[src/rtl/pwm_timer_pkg.sv]
package pwm_timer_pkg;

   typedef enum logic [1:0] {
      CM_UP     = 2'd0,
      CM_DOWN   = 2'd1,
      CM_CENTER = 2'd2,
      CM_UP_ALT = 2'd3
   } cnt_mode_e;

   localparam logic [1:0] EV_PEAK_ONLY   = 2'b01;
   localparam logic [1:0] EV_VALLEY_ONLY = 2'b10;

endpackage

[src/rtl/pwm_tmr_prescaler.sv]
module pwm_tmr_prescaler #(
   parameter int PSC_W = 16
) (
   input  logic             clk_i,
   input  logic             rst_ni,
   input  logic             en_i,
   input  logic [PSC_W-1:0] psc_i,
   output logic             tick_o
);

   localparam logic [PSC_W-1:0] PSC_ONE = PSC_W'(1);

   logic [PSC_W-1:0] phase_q;
   logic [PSC_W-1:0] phase_d;

   // a lowered prescale value while mid-phase ticks at once
   assign tick_o = en_i && (phase_q >= psc_i);

   always_comb begin
      phase_d = phase_q;
      if (en_i) begin
         phase_d = tick_o ? '0 : phase_q + PSC_ONE;
      end
   end

   always_ff @(posedge clk_i or negedge rst_ni) begin
      if (!rst_ni) begin
         phase_q <= '0;
      end else begin
         phase_q <= phase_d;
      end
   end

   AST_TICK_GAP: assert property (@(posedge clk_i) disable iff (!rst_ni)
      (tick_o && psc_i != '0) |=> (!tick_o || psc_i == '0));

   AST_PHASE_HOLD: assert property (@(posedge clk_i) disable iff (!rst_ni)
      (!en_i) |=> $stable(phase_q));

endmodule

[src/rtl/pwm_tmr_counter.sv]
module pwm_tmr_counter
   import pwm_timer_pkg::*;
#(
   parameter int CNT_W = 16
) (
   input  logic             clk_i,
   input  logic             rst_ni,
   input  logic             en_i,
   input  logic             tick_i,
   input  logic [1:0]       mode_i,
   input  logic [1:0]       evt_sel_i,
   input  logic [CNT_W-1:0] arr_act_i,
   input  logic [CNT_W-1:0] arr_in_i,
   output logic             upd_evt_o,
   output logic [CNT_W-1:0] cnt_d_o,
   output logic [CNT_W-1:0] cnt_o,
   output logic             upd_o
);

   localparam logic [CNT_W-1:0] CNT_ONE = CNT_W'(1);

   logic [CNT_W-1:0] cnt_q;
   logic [CNT_W-1:0] cnt_d;
   logic             rising_q;
   logic             rising_d;
   logic             upd_q;
   logic             wrap_evt;
   logic             peak_evt;
   logic             valley_evt;
   logic             keep_peak;
   logic             keep_valley;

   always_comb begin
      cnt_d      = cnt_q;
      rising_d   = rising_q;
      wrap_evt   = 1'b0;
      peak_evt   = 1'b0;
      valley_evt = 1'b0;
      if (tick_i) begin
         case (cnt_mode_e'(mode_i))
            CM_DOWN: begin
               if (cnt_q == '0) begin
                  cnt_d    = arr_in_i;
                  wrap_evt = 1'b1;
               end else begin
                  cnt_d = cnt_q - CNT_ONE;
               end
            end
            CM_CENTER: begin
               if (rising_q) begin
                  if (cnt_q >= arr_act_i) begin
                     rising_d = 1'b0;
                     peak_evt = 1'b1;
                     cnt_d    = (arr_act_i == '0) ? '0 : arr_act_i - CNT_ONE;
                  end else begin
                     cnt_d = cnt_q + CNT_ONE;
                  end
               end else begin
                  if (cnt_q == '0) begin
                     rising_d   = 1'b1;
                     valley_evt = 1'b1;
                     cnt_d      = (arr_act_i == '0) ? '0 : CNT_ONE;
                  end else begin
                     cnt_d = cnt_q - CNT_ONE;
                  end
               end
            end
            default: begin
               if (cnt_q >= arr_act_i) begin
                  cnt_d    = '0;
                  wrap_evt = 1'b1;
               end else begin
                  cnt_d = cnt_q + CNT_ONE;
               end
            end
         endcase
      end
   end

   assign keep_peak   = (evt_sel_i != EV_VALLEY_ONLY);
   assign keep_valley = (evt_sel_i != EV_PEAK_ONLY);
   assign upd_evt_o   = wrap_evt | (peak_evt & keep_peak) | (valley_evt & keep_valley);

   always_ff @(posedge clk_i or negedge rst_ni) begin
      if (!rst_ni) begin
         cnt_q    <= '0;
         rising_q <= 1'b1;
         upd_q    <= 1'b0;
      end else begin
         cnt_q    <= cnt_d;
         rising_q <= rising_d;
         upd_q    <= upd_evt_o;
      end
   end

   assign cnt_d_o = cnt_d;
   assign cnt_o   = cnt_q;
   assign upd_o   = upd_q;

   AST_HOLD_WHEN_OFF: assert property (@(posedge clk_i) disable iff (!rst_ni)
      (!en_i) |=> ($stable(cnt_q) && !upd_q));

   AST_UPD_NEEDS_TICK: assert property (@(posedge clk_i) disable iff (!rst_ni)
      upd_q |-> $past(tick_i));

   AST_UP_WRAP_ZERO: assert property (@(posedge clk_i) disable iff (!rst_ni)
      (upd_q && $past(mode_i) == CM_UP) |-> (cnt_q == '0));

   AST_DOWN_RELOAD: assert property (@(posedge clk_i) disable iff (!rst_ni)
      (upd_q && $past(mode_i) == CM_DOWN) |-> (cnt_q == $past(arr_in_i)));

endmodule

[src/rtl/pwm_tmr_shadow.sv]
module pwm_tmr_shadow #(
   parameter int CNT_W   = 16,
   parameter bit PRELOAD = 1'b1
) (
   input  logic             clk_i,
   input  logic             rst_ni,
   input  logic             en_i,
   input  logic             upd_evt_i,
   input  logic [CNT_W-1:0] arr_i,
   input  logic [CNT_W-1:0] ccr_i,
   output logic [CNT_W-1:0] arr_act_o,
   output logic [CNT_W-1:0] ccr_d_o
);

   logic             load;
   logic [CNT_W-1:0] arr_q;
   logic [CNT_W-1:0] ccr_q;

   generate
      if (PRELOAD) begin : g_preload
         assign load = upd_evt_i | ~en_i;

         AST_SHADOW_ARR_HOLD: assert property (@(posedge clk_i) disable iff (!rst_ni)
            (!load) |=> $stable(arr_q));

         AST_SHADOW_CCR_HOLD: assert property (@(posedge clk_i) disable iff (!rst_ni)
            (!load) |=> $stable(ccr_q));
      end else begin : g_direct
         assign load = 1'b1;
      end
   endgenerate

   assign ccr_d_o = load ? ccr_i : ccr_q;

   always_ff @(posedge clk_i or negedge rst_ni) begin
      if (!rst_ni) begin
         arr_q <= '0;
         ccr_q <= '0;
      end else if (load) begin
         arr_q <= arr_i;
         ccr_q <= ccr_i;
      end
   end

   assign arr_act_o = arr_q;

endmodule

[src/rtl/pwm_tmr_output.sv]
module pwm_tmr_output #(
   parameter int CNT_W = 16
) (
   input  logic             clk_i,
   input  logic             rst_ni,
   input  logic [CNT_W-1:0] cnt_d_i,
   input  logic [CNT_W-1:0] ccr_d_i,
   output logic             match_o,
   output logic             pwm_o
);

   logic match_q;
   logic pwm_q;

   // registered from next-state values so pin and flag line up with the count
   always_ff @(posedge clk_i or negedge rst_ni) begin
      if (!rst_ni) begin
         match_q <= 1'b0;
         pwm_q   <= 1'b0;
      end else begin
         match_q <= (cnt_d_i == ccr_d_i);
         pwm_q   <= (cnt_d_i < ccr_d_i);
      end
   end

   assign match_o = match_q;
   assign pwm_o   = pwm_q;

   AST_MATCH_NOT_HIGH: assert property (@(posedge clk_i) disable iff (!rst_ni)
      match_q |-> !pwm_q);

endmodule

[src/rtl/pwm_timer_channel.sv]
module pwm_timer_channel #(
   parameter int CNT_W   = 16,
   parameter int PSC_W   = 16,
   parameter bit PRELOAD = 1'b1
) (
   input  logic             clk_i,
   input  logic             rst_ni,
   input  logic             en_i,
   input  logic [PSC_W-1:0] prescale_i,
   input  logic [CNT_W-1:0] period_i,
   input  logic [CNT_W-1:0] compare_i,
   input  logic [1:0]       mode_i,
   input  logic [1:0]       evt_sel_i,
   output logic [CNT_W-1:0] count_o,
   output logic             update_o,
   output logic             match_o,
   output logic             pwm_o
);

   generate
      if (CNT_W < 2 || CNT_W > 32) begin : g_bad_cnt_w
         $error("pwm_timer_channel: CNT_W must lie in 2..32");
      end
      if (PSC_W < 1 || PSC_W > 32) begin : g_bad_psc_w
         $error("pwm_timer_channel: PSC_W must lie in 1..32");
      end
   endgenerate

   logic             tick;
   logic             upd_evt;
   logic [CNT_W-1:0] arr_act;
   logic [CNT_W-1:0] ccr_d;
   logic [CNT_W-1:0] cnt_d;

   pwm_tmr_prescaler #(.PSC_W(PSC_W)) u_prescaler (
      .clk_i  (clk_i),
      .rst_ni (rst_ni),
      .en_i   (en_i),
      .psc_i  (prescale_i),
      .tick_o (tick)
   );

   pwm_tmr_counter #(.CNT_W(CNT_W)) u_counter (
      .clk_i     (clk_i),
      .rst_ni    (rst_ni),
      .en_i      (en_i),
      .tick_i    (tick),
      .mode_i    (mode_i),
      .evt_sel_i (evt_sel_i),
      .arr_act_i (arr_act),
      .arr_in_i  (period_i),
      .upd_evt_o (upd_evt),
      .cnt_d_o   (cnt_d),
      .cnt_o     (count_o),
      .upd_o     (update_o)
   );

   pwm_tmr_shadow #(.CNT_W(CNT_W), .PRELOAD(PRELOAD)) u_shadow (
      .clk_i     (clk_i),
      .rst_ni    (rst_ni),
      .en_i      (en_i),
      .upd_evt_i (upd_evt),
      .arr_i     (period_i),
      .ccr_i     (compare_i),
      .arr_act_o (arr_act),
      .ccr_d_o   (ccr_d)
   );

   pwm_tmr_output #(.CNT_W(CNT_W)) u_output (
      .clk_i   (clk_i),
      .rst_ni  (rst_ni),
      .cnt_d_i (cnt_d),
      .ccr_d_i (ccr_d),
      .match_o (match_o),
      .pwm_o   (pwm_o)
   );

   AST_RESET_QUIET: assert property (@(posedge clk_i)
      (!rst_ni) |-> (count_o == '0 && !update_o && !match_o && !pwm_o));

endmodule

[config.mk]
export PLATFORM = sky130hd
export DESIGN_NAME = pwm_timer_channel
export DESIGN_NICKNAME = d
export VERILOG_FILES = /design/src/rtl/pwm_timer_pkg.sv /design/src/rtl/pwm_tmr_prescaler.sv /design/src/rtl/pwm_tmr_counter.sv /design/src/rtl/pwm_tmr_shadow.sv /design/src/rtl/pwm_tmr_output.sv /design/src/rtl/pwm_timer_channel.sv
export SDC_FILE = /design/constraint.sdc
export NUM_CORES = 1
export LEC_CHECK = 0
export BUFFER_PORTS_ARGS = -buffer_cell sky130_fd_sc_hd__buf_4
export CAP_MARGIN = 25
export CORE_ASPECT_RATIO = 1.5
export CORE_MARGIN = 10
export CORE_UTILIZATION = 40
export CTS_CLUSTER_DIAMETER = 80
export DETAILED_ROUTE_END_ITERATION = 10
export PLACE_DENSITY_LB_ADDON = 0.15
export SYNTH_ARGS = -nofsm -noshare
export SYNTH_HDL_FRONTEND = slang
export SYNTH_SLANG_ARGS = --single-unit
[constraint.sdc]
create_clock -name clk_i -period 6.9 [get_ports clk_i]
set_clock_uncertainty 0.1 [all_clocks]
set_input_delay 1.38 -clock clk_i [delete_from_list [all_inputs] [get_ports clk_i]]
set_output_delay 1.38 -clock clk_i [all_outputs]
set_load 0.01 [all_outputs]
# [Yosys cells after proc, flatten, opt, wreduce, memory -nomap -nowiden]
# Cells that the tools add are included.
[word_totals] ff_bits=68 latch_bits=0 ram_bits=0 mem_bits_ro=0 out_inout_bits=19 wordCells=53 mem_count=0
[op_classes] add_sub_neg=4 mul=0 div=0 magnitude_cmp=3 eq_ne=5 shift=0 mux=23 bitwise=6 n_reduce_logical=4
[op_table] op="2-to-1 mux 16 bit" n=9
[op_table] op="adder 16 x 1 -> 16 bit (second input constant)" n=2
[op_table] op=">= comparator 16 bit" n=2
[op_table] op="zero test 16 bit" n=2
[op_table] op="case mux 16 bit (2 select lines)" n=1
[op_table] op="subtractor 16 x 1 -> 16 bit (second input constant)" n=2
[op_table] op="equality test 16 bit" n=1
[op_table] op="less-than comparator 16 bit" n=1
[op_table] op="2-to-1 mux 1 bit" n=12
[op_table] op="bitwise OR 1 bit" n=3
[op_table] op="AND 1 bit" n=2
[op_table] op="equality test 2 x 1 -> 1 bit (second input constant)" n=1
[op_table] op="equality test 2 bit (second input constant)" n=1
[op_table] op="!= test 2 x 1 -> 1 bit (second input constant)" n=1
[op_table] op="!= test 2 bit (second input constant)" n=1
[op_table] op="case mux 1 bit (2 select lines)" n=1
[op_table] op="AND reduction 2 bit" n=1
[op_table] op="logical AND 1 bit" n=1
[op_table] op="inverter 1 bit" n=1

# [Depth between registers and ports, before layout]
# Gate-level depths: netlist of run 1.
[logic_depth] word_depth=11 depth_mapped=23 depth_no_buf=19

# [By module]
# Synthesis of run 1 repeated with hierarchy kept, for this count alone.
[hier_totals] hier_cells=672 hier_area_um2=5880.6
[by_module_without_submodules] mod="pwm_tmr_counter" instances=1 cells_per_inst=410 area_each_um2=2885.3 seq_area_each_um2=451.7
[by_module_without_submodules] mod="pwm_tmr_shadow" instances=1 cells_per_inst=70 area_each_um2=1326.3 seq_area_each_um2=800.8
[by_module_without_submodules] mod="pwm_tmr_prescaler" instances=1 cells_per_inst=134 area_each_um2=1219.9 seq_area_each_um2=400.4
[by_module_without_submodules] mod="pwm_tmr_output" instances=1 cells_per_inst=58 area_each_um2=449.2 seq_area_each_um2=50.0

# [Least setup slack after synthesis of run 1]
# No wires, ideal clock.
[synth_timing] path_kind="input to register" start="in prescale_i[9]" end="reg u_output.pwm_q (netlist: u_output.pwm_o)" t_arrival_ns=4.424 required_time_ns=6.714 slack_ns=2.290 stages=20 path_buffers=2 cell_sequence="inv_1 > ha_1 > a21oi_1 > o21ai_0 > a41oi_1 > o31ai_1 > and2_1 > clkbuf_1 > clkbuf_1 > o21ai_0 > o22ai_1 > ha_1 > nor2b_1 > o21a_1 > o21a_1 > o21ai_0 > nand2b_1 > a21oi_1 > nor2_1 > nor3_1"
[synth_between] word_cells_on_any_way=13 classes_between="order compare (2); mux (5); bitwise (5); reduce/logical (1)"
[synth_rtl] item="start, declared" line_no="pwm_timer_channel.sv:9" text="input logic [PSC_W-1:0] prescale_i,"
[synth_rtl] item=">= comparator 16 bit" line_no="pwm_tmr_prescaler.sv:17" text="assign tick_o = en_i && (phase_q >= psc_i);"
[synth_rtl] item="logical AND 1 bit" line_no="pwm_tmr_prescaler.sv:17"
[synth_rtl] item="2-to-1 mux 16 bit" line_no="pwm_tmr_counter.sv:39" text="if (tick_i) begin"
[synth_rtl] item="named net cnt_d[1]" line_no="pwm_timer_channel.sv:33" text="logic [CNT_W-1:0] cnt_d;"
[synth_rtl] item="less-than comparator 16 bit" line_no="pwm_tmr_output.sv:22" text="pwm_q <= (cnt_d_i < ccr_d_i);"
[synth_rtl] item="end signal, assigned" line_no="pwm_tmr_output.sv:22"
[synth_rtl] item="end, declared" line_no="pwm_tmr_output.sv:13" text="logic pwm_q;"
# The timed path passes the listed nets, and every way through them passes these cells.
# A chain may end at the register's enable or synchronous reset.

# [Worst setup path after layout of run 1]
[layout_timing] start="reg u_counter.cnt_q[11] (netlist: u_counter.cnt_o[11])" end="reg u_output.pwm_q (netlist: u_output.pwm_o)"
[layout_between] elab_chain_len=11 word_cells_on_any_way=28 classes_between="add/sub (2); order compare (2); mux (18); bitwise (5); reduce/logical (1)"
[layout_lines] item="start, declared" line_no="pwm_tmr_counter.sv:22" text="logic [CNT_W-1:0] cnt_q;"
[layout_lines] item="start signal, assigned" line_no="pwm_tmr_counter.sv:90" text="cnt_q <= cnt_d;"
[layout_lines] item=">= comparator 16 bit" line_no="pwm_tmr_counter.sv:51, pwm_tmr_counter.sv:69"
[layout_lines] item="2-to-1 mux 1 bit" line_no="pwm_tmr_counter.sv:51, pwm_tmr_counter.sv:69"
[layout_lines] item="2-to-1 mux 1 bit" line_no="pwm_tmr_counter.sv:50" text="if (rising_q) begin"
[layout_lines] item="2-to-1 mux 1 bit" line_no="pwm_tmr_counter.sv:40" text="case (cnt_mode_e'(mode_i))"
[layout_lines] item="2-to-1 mux 1 bit" line_no="pwm_tmr_counter.sv:39"
[layout_lines] item="AND 1 bit" line_no="pwm_tmr_counter.sv:82" text="assign upd_evt_o = wrap_evt | (peak_evt & keep_peak) | (valley_evt & keep_valley);"
[layout_lines] item="bitwise OR 1 bit (2 in a row)" line_no="pwm_tmr_counter.sv:82"
[layout_lines] item="bitwise OR 1 bit" line_no="pwm_tmr_shadow.sv:21" text="assign load = upd_evt_i | ~en_i;"
[layout_lines] item="2-to-1 mux 16 bit"
[layout_lines] item="less-than comparator 16 bit (*)" line_no="pwm_tmr_output.sv:22"
# Mark *: on every way between the ends. The rest lies on a longest branch, timed or not.

==> results by group, run 1 <==
Clock network
  • Max H-tree Level: 3
  • Clock-pin slew on the worst setup and hold paths: 0.05 ns
  • Clk sinks: 68
  • Worst-Skew Late Latency: 0.33 ns
  • CTS Root Cell: clkbuf_16
  • Post-CTS Hold Fix Bufs: 0
  • TritonCTS Buffers: 9
  • Setup Fix Bufs, Post-CTS: 0
  • CTS max path bufs: 2
  • Post-CTS Resized: 0
  • TritonCTS clock tree: yes

Drt
  • Routed wire length per instance: 20.0 um
  • Pre-antenna DRT Iters: 5
  • Starting DRC count in detailed routing: 375
  • Detail Route met2 WL: 9.67 mm
  • Via total after detailed routing: 5,354
  • Remaining design rule violation count: 0
  • Overall routed net length: 18.4 mm
  • Avg Vias per Cell: 5.81
  • DRT antenna net count: 0
  • Wire length on met1: 7.11 mm
  • DR top layer: met4
  • Routed met3 length: 944 um

Final layout
  • Share of layout cells above drive strength 1: 0.174
  • Area grow syn2layout: 15.9%
  • Final net count: 838
  • Antenna Cells: 0
  • Final core occ: 0.476
  • Cell area after layout: 0.00673 mm2

Critical path
  • Worst EP required: 7.05 ns
  • Crit end category: register
  • Crit-path max cell delay: 0.84 ns
  • Critical Path Start Type: register
  • WP data arrival: 5.43 ns
  • Cell Chain, Critical Path: ha_1 -> nand2_1 -> or3_1 -> or3_1 -> a21oi_2 -> or2_1 -> a21oi_2 -> o21ai_4 -> buf_4 -> mux2i_1 -> ha_1 -> a21o_1 -> a21oi_1 -> nor2b_1 -> o21ai_0 -> nand2b_1 -> a21oi_1 -> o21ai_0 -> nor3_1
  • Critical path's top delay family: simple AND/OR/NAND/NOR gates
  • Worst-path fanout max: 31
  • Buf/Inv on CP: 1
  • Slowest cell on crit path: or2_1
  • Critical path type: reg2reg

Synth
  • Post-Syn Area: 0.00581 mm2
  • Largest cells by area after synthesis: dfrtp_1, ha_1, xnor2_1, nor2_1, o21ai_0
  • Top FF cell, synth: dfrtp_1
  • Cells after synthesis: 675
  • Unique masters post-synth: 63
  • Seq/Total Area, Yosys: 0.293
  • Yosys warnings: 0
  • Synth top area share: 0.289
  • Yosys reg bits: 68
  • Avg Cell Area, Syn: 8.60 um2
  • Asr flop ratio synth: 1.00
  • Number of synthesized flops with an enable pin: 0
  • Largest area contributor in the netlist: dfrtp_1
  • Syn_nets: 786

Global routing
  • Vias in the first global route: 5,501
  • GRT Total Usage: 0.181
  • Total congestion overflow: 0
  • Largest net degree at the start of global routing: 69
  • First-pass GRT wire length: 28.9 mm
  • Initial antenna violation count: 0

Timing
  • Setup TNS: 0 ns
  • Slew Limit Fails: 0
  • # setup viols final: 0
  • Final Hold Viols: 0
  • Crit share post-route: 0.766
  • Slew @ Worst Pin: 1.06 ns
  • Relative slew slack: 0.290
  • RSZ-0062 raised after global routing: no
  • Final hold slack: 0.383 ns
  • Max Clk Rate: 189 MHz
  • Minimum clock period: 5.28 ns

Die
  • DIE WIDTH: 118 um
  • Die Area: 0.0198 mm2
  • Die Y-Extent: 168 um
  • IO Count: 74
  • Core Box Area: 0.0141 mm2
  • Starting Density: 0.411
  • Cell row count: 53

Pwr
  • P_leak: 3.07 nW
  • Total power: 1.10 mW
  • PwrDens: 164 mW/mm2
  • Maximum VDD drop: 0.131 mV

Outcome
  • Status: complete, no violations

Placement
  • Placed Area: 0.00647 mm2
  • Post-DP HPWL: 14.2 mm
  • Port Buffer Count: 73
  • Final RePlAce weighted congestion: 0.947

Hold path
  • HP Class: reg2reg

Flow run
  • Max-cap violations: 0
[state kept, by name (all words and copies together) (netlist names)]
signal	cells
u_counter.rising_q	1
u_shadow.arr_act_o	16
u_counter.cnt_o	16
u_output.pwm_o	1
u_output.match_o	1
u_counter.upd_o	1
u_shadow.ccr_q	16
u_prescaler.phase_q	16
[cells in the mapped netlist, types with 14 or more instances]
cell / number
inv_1: 43
a21oi_1: 39
xor2_1: 17
o21ai_0: 41
nor3_1: 14
dfrtp_1: 67
mux2_1: 16
nand2_1: 44
nand4_1: 14
ha_1: 56
mux2i_1: 18
nor2_1: 60
xnor2_1: 32
nand3_1: 24
clkbuf_1: 29
mux2_2: 18
[through the flow]
| stage | setup WS, ns | cells |
|---|---|---|
| detailed placement | 1.28 | 908 |
| floorplan | 2.29 | 675 |
| finish | 1.62 | 922 |
| global route | 1.24 | 922 |
| global placement | 1.32 | 907 |
| CTS | 1.59 | 922 |
[worst paths after layout]
kind                            slack, ns                endpoint                start  cells after the start
max in group asynchronous            5.07  u_prescaler.phase_q[4]               rst_ni                      1
worst max register to register       1.62          u_output.pwm_o  u_counter.cnt_o[11]                     19
min in group asynchronous            1.07      u_shadow.ccr_q[14]               rst_ni                      1
worst min register to register       0.38      u_shadow.ccr_q[10]   u_shadow.ccr_q[10]                      1
worst max-delay path                 1.62          u_output.pwm_o  u_counter.cnt_o[11]                     19
worst min-delay path                 0.38      u_shadow.ccr_q[10]   u_shadow.ccr_q[10]                      1
[layer usage]
metal	GRT usage	vias up
met2	0.332	206
met4	0.0868	0
met3	0.0337	46
met5	0	-
met1	0.194	2570
li1	-	2532
[logic make-up (layout without fill, tap and decap cells)]
| logic type | after synthesis | in the layout | share of synthesized area |
|---|---|---|---|
| AOI/OAI and AO/OA | 161 | 161 | 0.181 |
| xor gates and xnor gates | 49 | 49 | 0.0739 |
| adders and majority gates | 56 | 56 | 0.121 |
| buffers and inverters | 84 | 139 | 0.0616 |
| DFF | 68 | 68 | 0.293 |
| muxes | 52 | 52 | 0.0969 |
| and+or+nand+nor | 205 | 205 | 0.173 |
[layout by cell type, fill, tap and decap left out, types with 5 or more instances in the layout]
cell,n
a21o_1,6
a21oi_1,39
a22oi_1,5
a31oi_1,9
a32o_1,5
and2_1,6
and3_1,6
buf_4,81
clkbuf_16,9
dfrtp_1,67
ha_1,56
inv_1,43
mux2_1,16
mux2_2,18
mux2i_1,18
nand2_1,44
nand2b_1,6
nand3_1,24
nand4_1,14
nor2_1,60
nor2b_1,8
nor3_1,14
o21ai_0,41
o221ai_1,5
o22ai_1,7
o31ai_1,6
xnor2_1,32
xor2_1,17
[power by group]
part / switching [mW] / internal, mW / total (mW)
Sequential: 0.0365 / 0.433 / 0.470
Combinational: 0.119 / 0.101 / 0.220
Clock: 0.165 / 0.247 / 0.412
[cell type report]
class                   instances  area, um2
clock buffers                  11        243
clock inverters                 3       15.0
fillers                      1389       7390
inverters                      43        161
multi-input cells             523       3750
flip-flops and latches         68       1700
well taps                     192        240
repair buffers                 82        613
No activity file was read; power rests on OpenSTA's default activity.
==> inputs of run 2 (changes only) <==
clock period = 5 ns   (was 6.9 ns; I/O delays follow)
==> results by group, run 2 (synthesis gave the netlist of run 1 again) <==
Outcome
  • Status: complete, no violations

Clock network
  • CTS max path bufs: 2
  • CTS Root Cell: clkbuf_16
  • Post-CTS Resized: 0
  • Max H-tree Level: 3
  • Setup Fix Bufs, Post-CTS: 0
  • TritonCTS Buffers: 9
  • Worst-Skew Late Latency: 0.33 ns
  • Post-CTS Hold Fix Bufs: 0
  • Clock-pin slew on the worst setup and hold paths: 0.05 ns
  • TritonCTS clock tree: yes
  • Clk sinks: 68

Final layout
  • Cell area after layout: 0.00696 mm2
  • Commonest non-fill, non-tap cells in the layout: buf_4, dfrtp_1, nor2_1
  • Share of layout cells above drive strength 1: 0.198
  • # fillers: 1,372
  • Area grow syn2layout: 19.8%
  • Commonest non-fill, non-tap cell in the layout: buf_4
  • Antenna Cells: 0
  • Final net count: 859

Placement
  • Final RePlAce weighted congestion: 0.947
  • Placed Area: 0.00665 mm2
  • Post-DP HPWL: 14.8 mm
  • Dpl ws: 0.218 ns
  • Port Buffer Count: 73

Critical path
  • Crit end category: register
  • Register-to-Register Path Depth: 18
  • Slowest cell on crit path: dfrtp_1
  • Critical path type: reg2reg
  • Worst EP required: 5.15 ns
  • Critical Path Start Type: register
  • RR Startpoint: u_counter.cnt_o[8]
  • R2R setup slack: 0.50 ns
  • R2R Path End: u_output.pwm_o
  • Cell Chain, Critical Path: ha_1 -> nand2_1 -> or3_1 -> or3_1 -> a21oi_2 -> or2_1 -> a21oi_2 -> o21ai_4 -> buf_4 -> mux2i_1 -> ha_1 -> o21a_1 -> o21a_1 -> o21ai_0 -> nand2b_1 -> a21oi_1 -> nor2_1 -> nor3_1
  • Crit path from: u_counter.cnt_o[8]
  • Worst-path fanout max: 29
  • CP Capture Point: u_output.pwm_o
  • Crit-path max cell delay: 0.52 ns
  • WP data arrival: 4.65 ns

Die
  • Starting Density: 0.411
  • Die Area: 0.0198 mm2
  • Core Box Area: 0.0141 mm2
  • DIE WIDTH: 118 um
  • Die Y-Extent: 168 um
  • Cell row count: 53
  • IO Count: 74

Drt
  • Overall routed net length: 19.0 mm
  • Pre-antenna DRT Iters: 5
  • DRT antenna net count: 0
  • Avg Vias per Cell: 5.82
  • Routed wire length per instance: 20.2 um
  • Remaining design rule violation count: 0
  • Via total after detailed routing: 5,484
  • Starting DRC count in detailed routing: 342

Timing
  • Crit share post-route: 0.901
  • # setup viols final: 0
  • Final hold slack: 0.384 ns
  • Slew @ Worst Pin: 0.900 ns
  • Relative slew slack: 0.400
  • Fin worst setup slack: 0.496 ns
  • Setup TNS: 0 ns
  • Final Hold Viols: 0
  • Slew Limit Fails: 0
  • Minimum clock period: 4.50 ns
  • RSZ-0062 raised after global routing: no
  • Max Clk Rate: 222 MHz

Global routing
  • Vias in the first global route: 5,755
  • Total congestion overflow: 0
  • GRT Total Usage: 0.189
  • Largest net degree at the start of global routing: 69
  • Initial antenna violation count: 0
  • First-pass GRT wire length: 30.3 mm

Pwr
  • PwrDens: 235 mW/mm2
  • P_leak: 3.20 nW
  • Maximum VDD drop: 0.137 mV
  • Total power: 1.63 mW

Hold path
  • Hold depth: 1
  • HP Class: reg2reg

Flow run
  • Max-cap violations: 0
==> run 2: changes by cell type in the layout (fill, tap and decap cells not counted), sizes merged <==
cell | previous run | this run
clkbuf | 11 | 13
buf | 82 | 103
bufinv | 0 | 1
clkinv | 3 | 0
==> run 2: critical path: cells and delay by family, from the launching register on <==
| kind | cells | cell delay (ns) |
|---|---|---|
| multiplexers | 1 | 0.27 |
| buffers and inverters | 1 | 0.41 |
| AO/OA/AOI/OAI | 7 | 1.12 |
| flip-flops | 1 | 0.52 |
| AND/OR/NAND/NOR | 7 | 1.35 |
| adder cells (fa/ha/maj) | 2 | 0.63 |
==> run 2: metal layers <==
layer,routed length [um],global-route usage
met3,947,0.0333
met5,0,0
met1,7400,0.203
met2,9730,0.339
met4,950,0.109
==> run 2: how the worst min path moves through the flow <==
stage	startpoint	endpoint	slack [ns]
after floorplan	u_shadow.ccr_q[10]	u_shadow.ccr_q[10]	0.36
after detailed placement	u_shadow.ccr_q[6]	u_shadow.ccr_q[6]	0.38
after global routing	u_shadow.ccr_q[1]	u_shadow.ccr_q[1]	0.41
after CTS	u_shadow.ccr_q[7]	u_shadow.ccr_q[7]	0.39
after global placement	u_shadow.ccr_q[12]	u_shadow.ccr_q[12]	0.37
final	u_shadow.ccr_q[6]	u_shadow.ccr_q[6]	0.38
==> run 2: layout make-up <==
type / instances / area [um2] / area share
clock buffers: 13 / 280 / 0.0403
multi-input cells: 523 / 3750 / 0.540
clock inverters: 1 / 30.0 / 0.00432
inverters: 43 / 161 / 0.0232
flip-flops and latches: 68 / 1700 / 0.245
well taps: 192 / 240 / 0.0345
repair buffers: 103 / 786 / 0.113
==> run 2: through the flow <==
stage	util	std cells
floorplan	-	675
global placement	0.470	929
detailed placement	0.470	929
CTS	0.492	943
global route	0.492	943
finish	0.492	943
==> run 2: power breakdown <==
part           internal, mW  leakage [nW]  switching, mW  total (mW)
clock network         0.435         0.154          0.231       0.666
registers             0.598         0.849         0.0522       0.650
logic                 0.145          2.19          0.173       0.318
==> inputs of run 3 (changes only) <==
clock period = 4.3 ns   (was 5 ns; I/O delays follow)
==> results by group, run 3 (synthesis gave the netlist of run 1 again) <==
Critical path
  • Critical Path Start Type: register
  • Crit path from: u_counter.cnt_o[11]
  • Worst EP required: 4.45 ns
  • Crit end category: register
  • RR Startpoint: u_counter.cnt_o[11]
  • Register-to-Register Path Depth: 18
  • R2R Path End: u_output.pwm_o
  • Critical path type: reg2reg
  • Worst-path fanout max: 8
  • R2R setup slack: 0.21 ns
  • WP data arrival: 4.23 ns
  • CP Capture Point: u_output.pwm_o

Final layout
  • Antenna Cells: 0
  • Final Instance Count excl. Fillers: 984
  • Commonest non-fill, non-tap cells in the layout: buf_4, dfrtp_1, nor2_1
  • # fillers: 1,374
  • Commonest non-fill, non-tap cell in the layout: buf_4
  • Register Area: 0.00170 mm2
  • Share of layout cells above drive strength 1: 0.254
  • Final core occ: 0.520
  • Area occupied by multi-input gates: 0.00382 mm2
  • Area grow syn2layout: 26.5%
  • Final net count: 900

Global routing
  • First-pass GRT wire length: 31.5 mm
  • Largest net degree at the start of global routing: 69
  • GRT Total Usage: 0.199
  • Initial antenna violation count: 0
  • Vias in the first global route: 5,863
  • Total congestion overflow: 0

Drt
  • Starting DRC count in detailed routing: 336
  • Via total after detailed routing: 5,622
  • Avg Vias per Cell: 5.71
  • Pre-antenna DRT Iters: 5
  • Remaining design rule violation count: 0
  • Overall routed net length: 20.0 mm
  • DRT antenna net count: 0
  • Routed wire length per instance: 20.4 um

Clock network
  • Clock-pin slew on the worst setup and hold paths: 0.06 ns
  • CTS Root Cell: clkbuf_16
  • Clk sinks: 68
  • Max H-tree Level: 3
  • Post-CTS Hold Fix Bufs: 0
  • Worst-Skew Late Latency: 0.34 ns
  • TritonCTS clock tree: yes
  • CTS max path bufs: 2
  • TritonCTS Buffers: 9

Die
  • Die Area: 0.0198 mm2
  • IO Count: 74
  • Cell row count: 53
  • DIE WIDTH: 118 um
  • Starting Density: 0.411
  • Die Y-Extent: 168 um
  • Core Box Area: 0.0141 mm2

Timing
  • Final hold slack: 0.381 ns
  • Relative slew slack: 0.381
  • Final Hold Viols: 0
  • RSZ-0062 raised after global routing: no
  • Crit share post-route: 0.951
  • # setup viols final: 0
  • Minimum clock period: 4.09 ns
  • Max Clk Rate: 245 MHz
  • Slew @ Worst Pin: 0.929 ns
  • Slew Limit Fails: 0

Outcome
  • Status: complete, no violations

Pwr
  • PwrDens: 263 mW/mm2
  • Total power: 1.93 mW
  • Maximum VDD drop: 0.152 mV
  • P_leak: 3.41 nW

Flow run
  • Max-cap violations: 0

Placement
  • Final RePlAce weighted congestion: 0.917
  • Cell count after placement: 967
  • Port Buffer Count: 73
  • Post-DP HPWL: 15.8 mm

Hold path
  • HP Class: reg2reg
-- run 3: changes by cell type in the layout (fill, tap and decap cells not counted), sizes merged --
cell  change
buf      +41
-- run 3: layer usage --
| layer | vias up | global-route usage | wire, um | part of all wire |
|---|---|---|---|---|
| met2 | 204 | 0.360 | 10500 | 0.52 |
| met4 | 0 | 0.0996 | 822 | 0.041 |
| met3 | 52 | 0.0374 | 1010 | 0.051 |
| met5 | - | 0 | 0 | 0 |
| met1 | 2711 | 0.217 | 7700 | 0.38 |
| li1 | 2655 | - | - | - |
-- run 3: worst max-delay path, stage by stage (launching register included) --
cell,delay (ns)
dfrtp_1,0.41
ha_4,0.29
nand2_2,0.07
or3_4,0.37
or3_4,0.40
a21oi_4,0.19
or2_4,0.17
a21oi_2,0.07
o21ai_4,0.31
buf_4,0.24
mux2i_1,0.21
ha_1,0.27
o21a_1,0.12
o21a_1,0.15
o21ai_0,0.14
nand2b_1,0.07
a21oi_1,0.15
nor2_1,0.08
nor3_1,0.19
-- run 3: final cells by class --
type / count / area share
well taps: 192 / 0.0327
flip-flops and latches: 68 / 0.232
clock inverters: 1 / 0.00409
multi-input cells: 523 / 0.520
repair buffers: 144 / 0.151
inverters: 43 / 0.0220
clock buffers: 13 / 0.0382
-- run 3: where the power goes --
group | leakage (nW) | switching (mW) | internal, mW
clock | 0.154 | 0.276 | 0.506
combinational | 2.41 | 0.217 | 0.189
sequential | 0.849 | 0.0502 | 0.695
total | 3.41 | 0.544 | 1.39
-- run 3: per-stage QoR --
stage               TNS, ns  cell area, um2  worst slack, ns
finish                    0            7340            0.212
detailed placement  -0.0584            6940          -0.0584
global route              0            7340           0.0382
floorplan                 0            5810           0.0995
CTS                       0            7250           0.0312
global placement          0            6940          0.00592
-- run 3: what timing repair did --
action | 4_1_cts | 5_1_grt
pin swaps | 0 | 4
cloned | 0 | 0
setup buffers | 0 | 3
setup endpoints to repair | 1 | 1
resized for setup | 1 | 16
-- run 3: worst min-delay path by stage --
stage,from,endpoint,cells past startpoint
2_1_floorplan,u_shadow.ccr_q[10],u_shadow.ccr_q[10],1
3_3_place_gp,u_shadow.ccr_q[5],u_shadow.ccr_q[5],1
3_5_place_dp,u_shadow.ccr_q[11],u_shadow.ccr_q[11],1
4_1_cts,u_shadow.ccr_q[11],u_shadow.ccr_q[11],1
5_1_grt,u_shadow.ccr_q[11],u_shadow.ccr_q[11],1
6_report,u_shadow.ccr_q[11],u_shadow.ccr_q[11],1
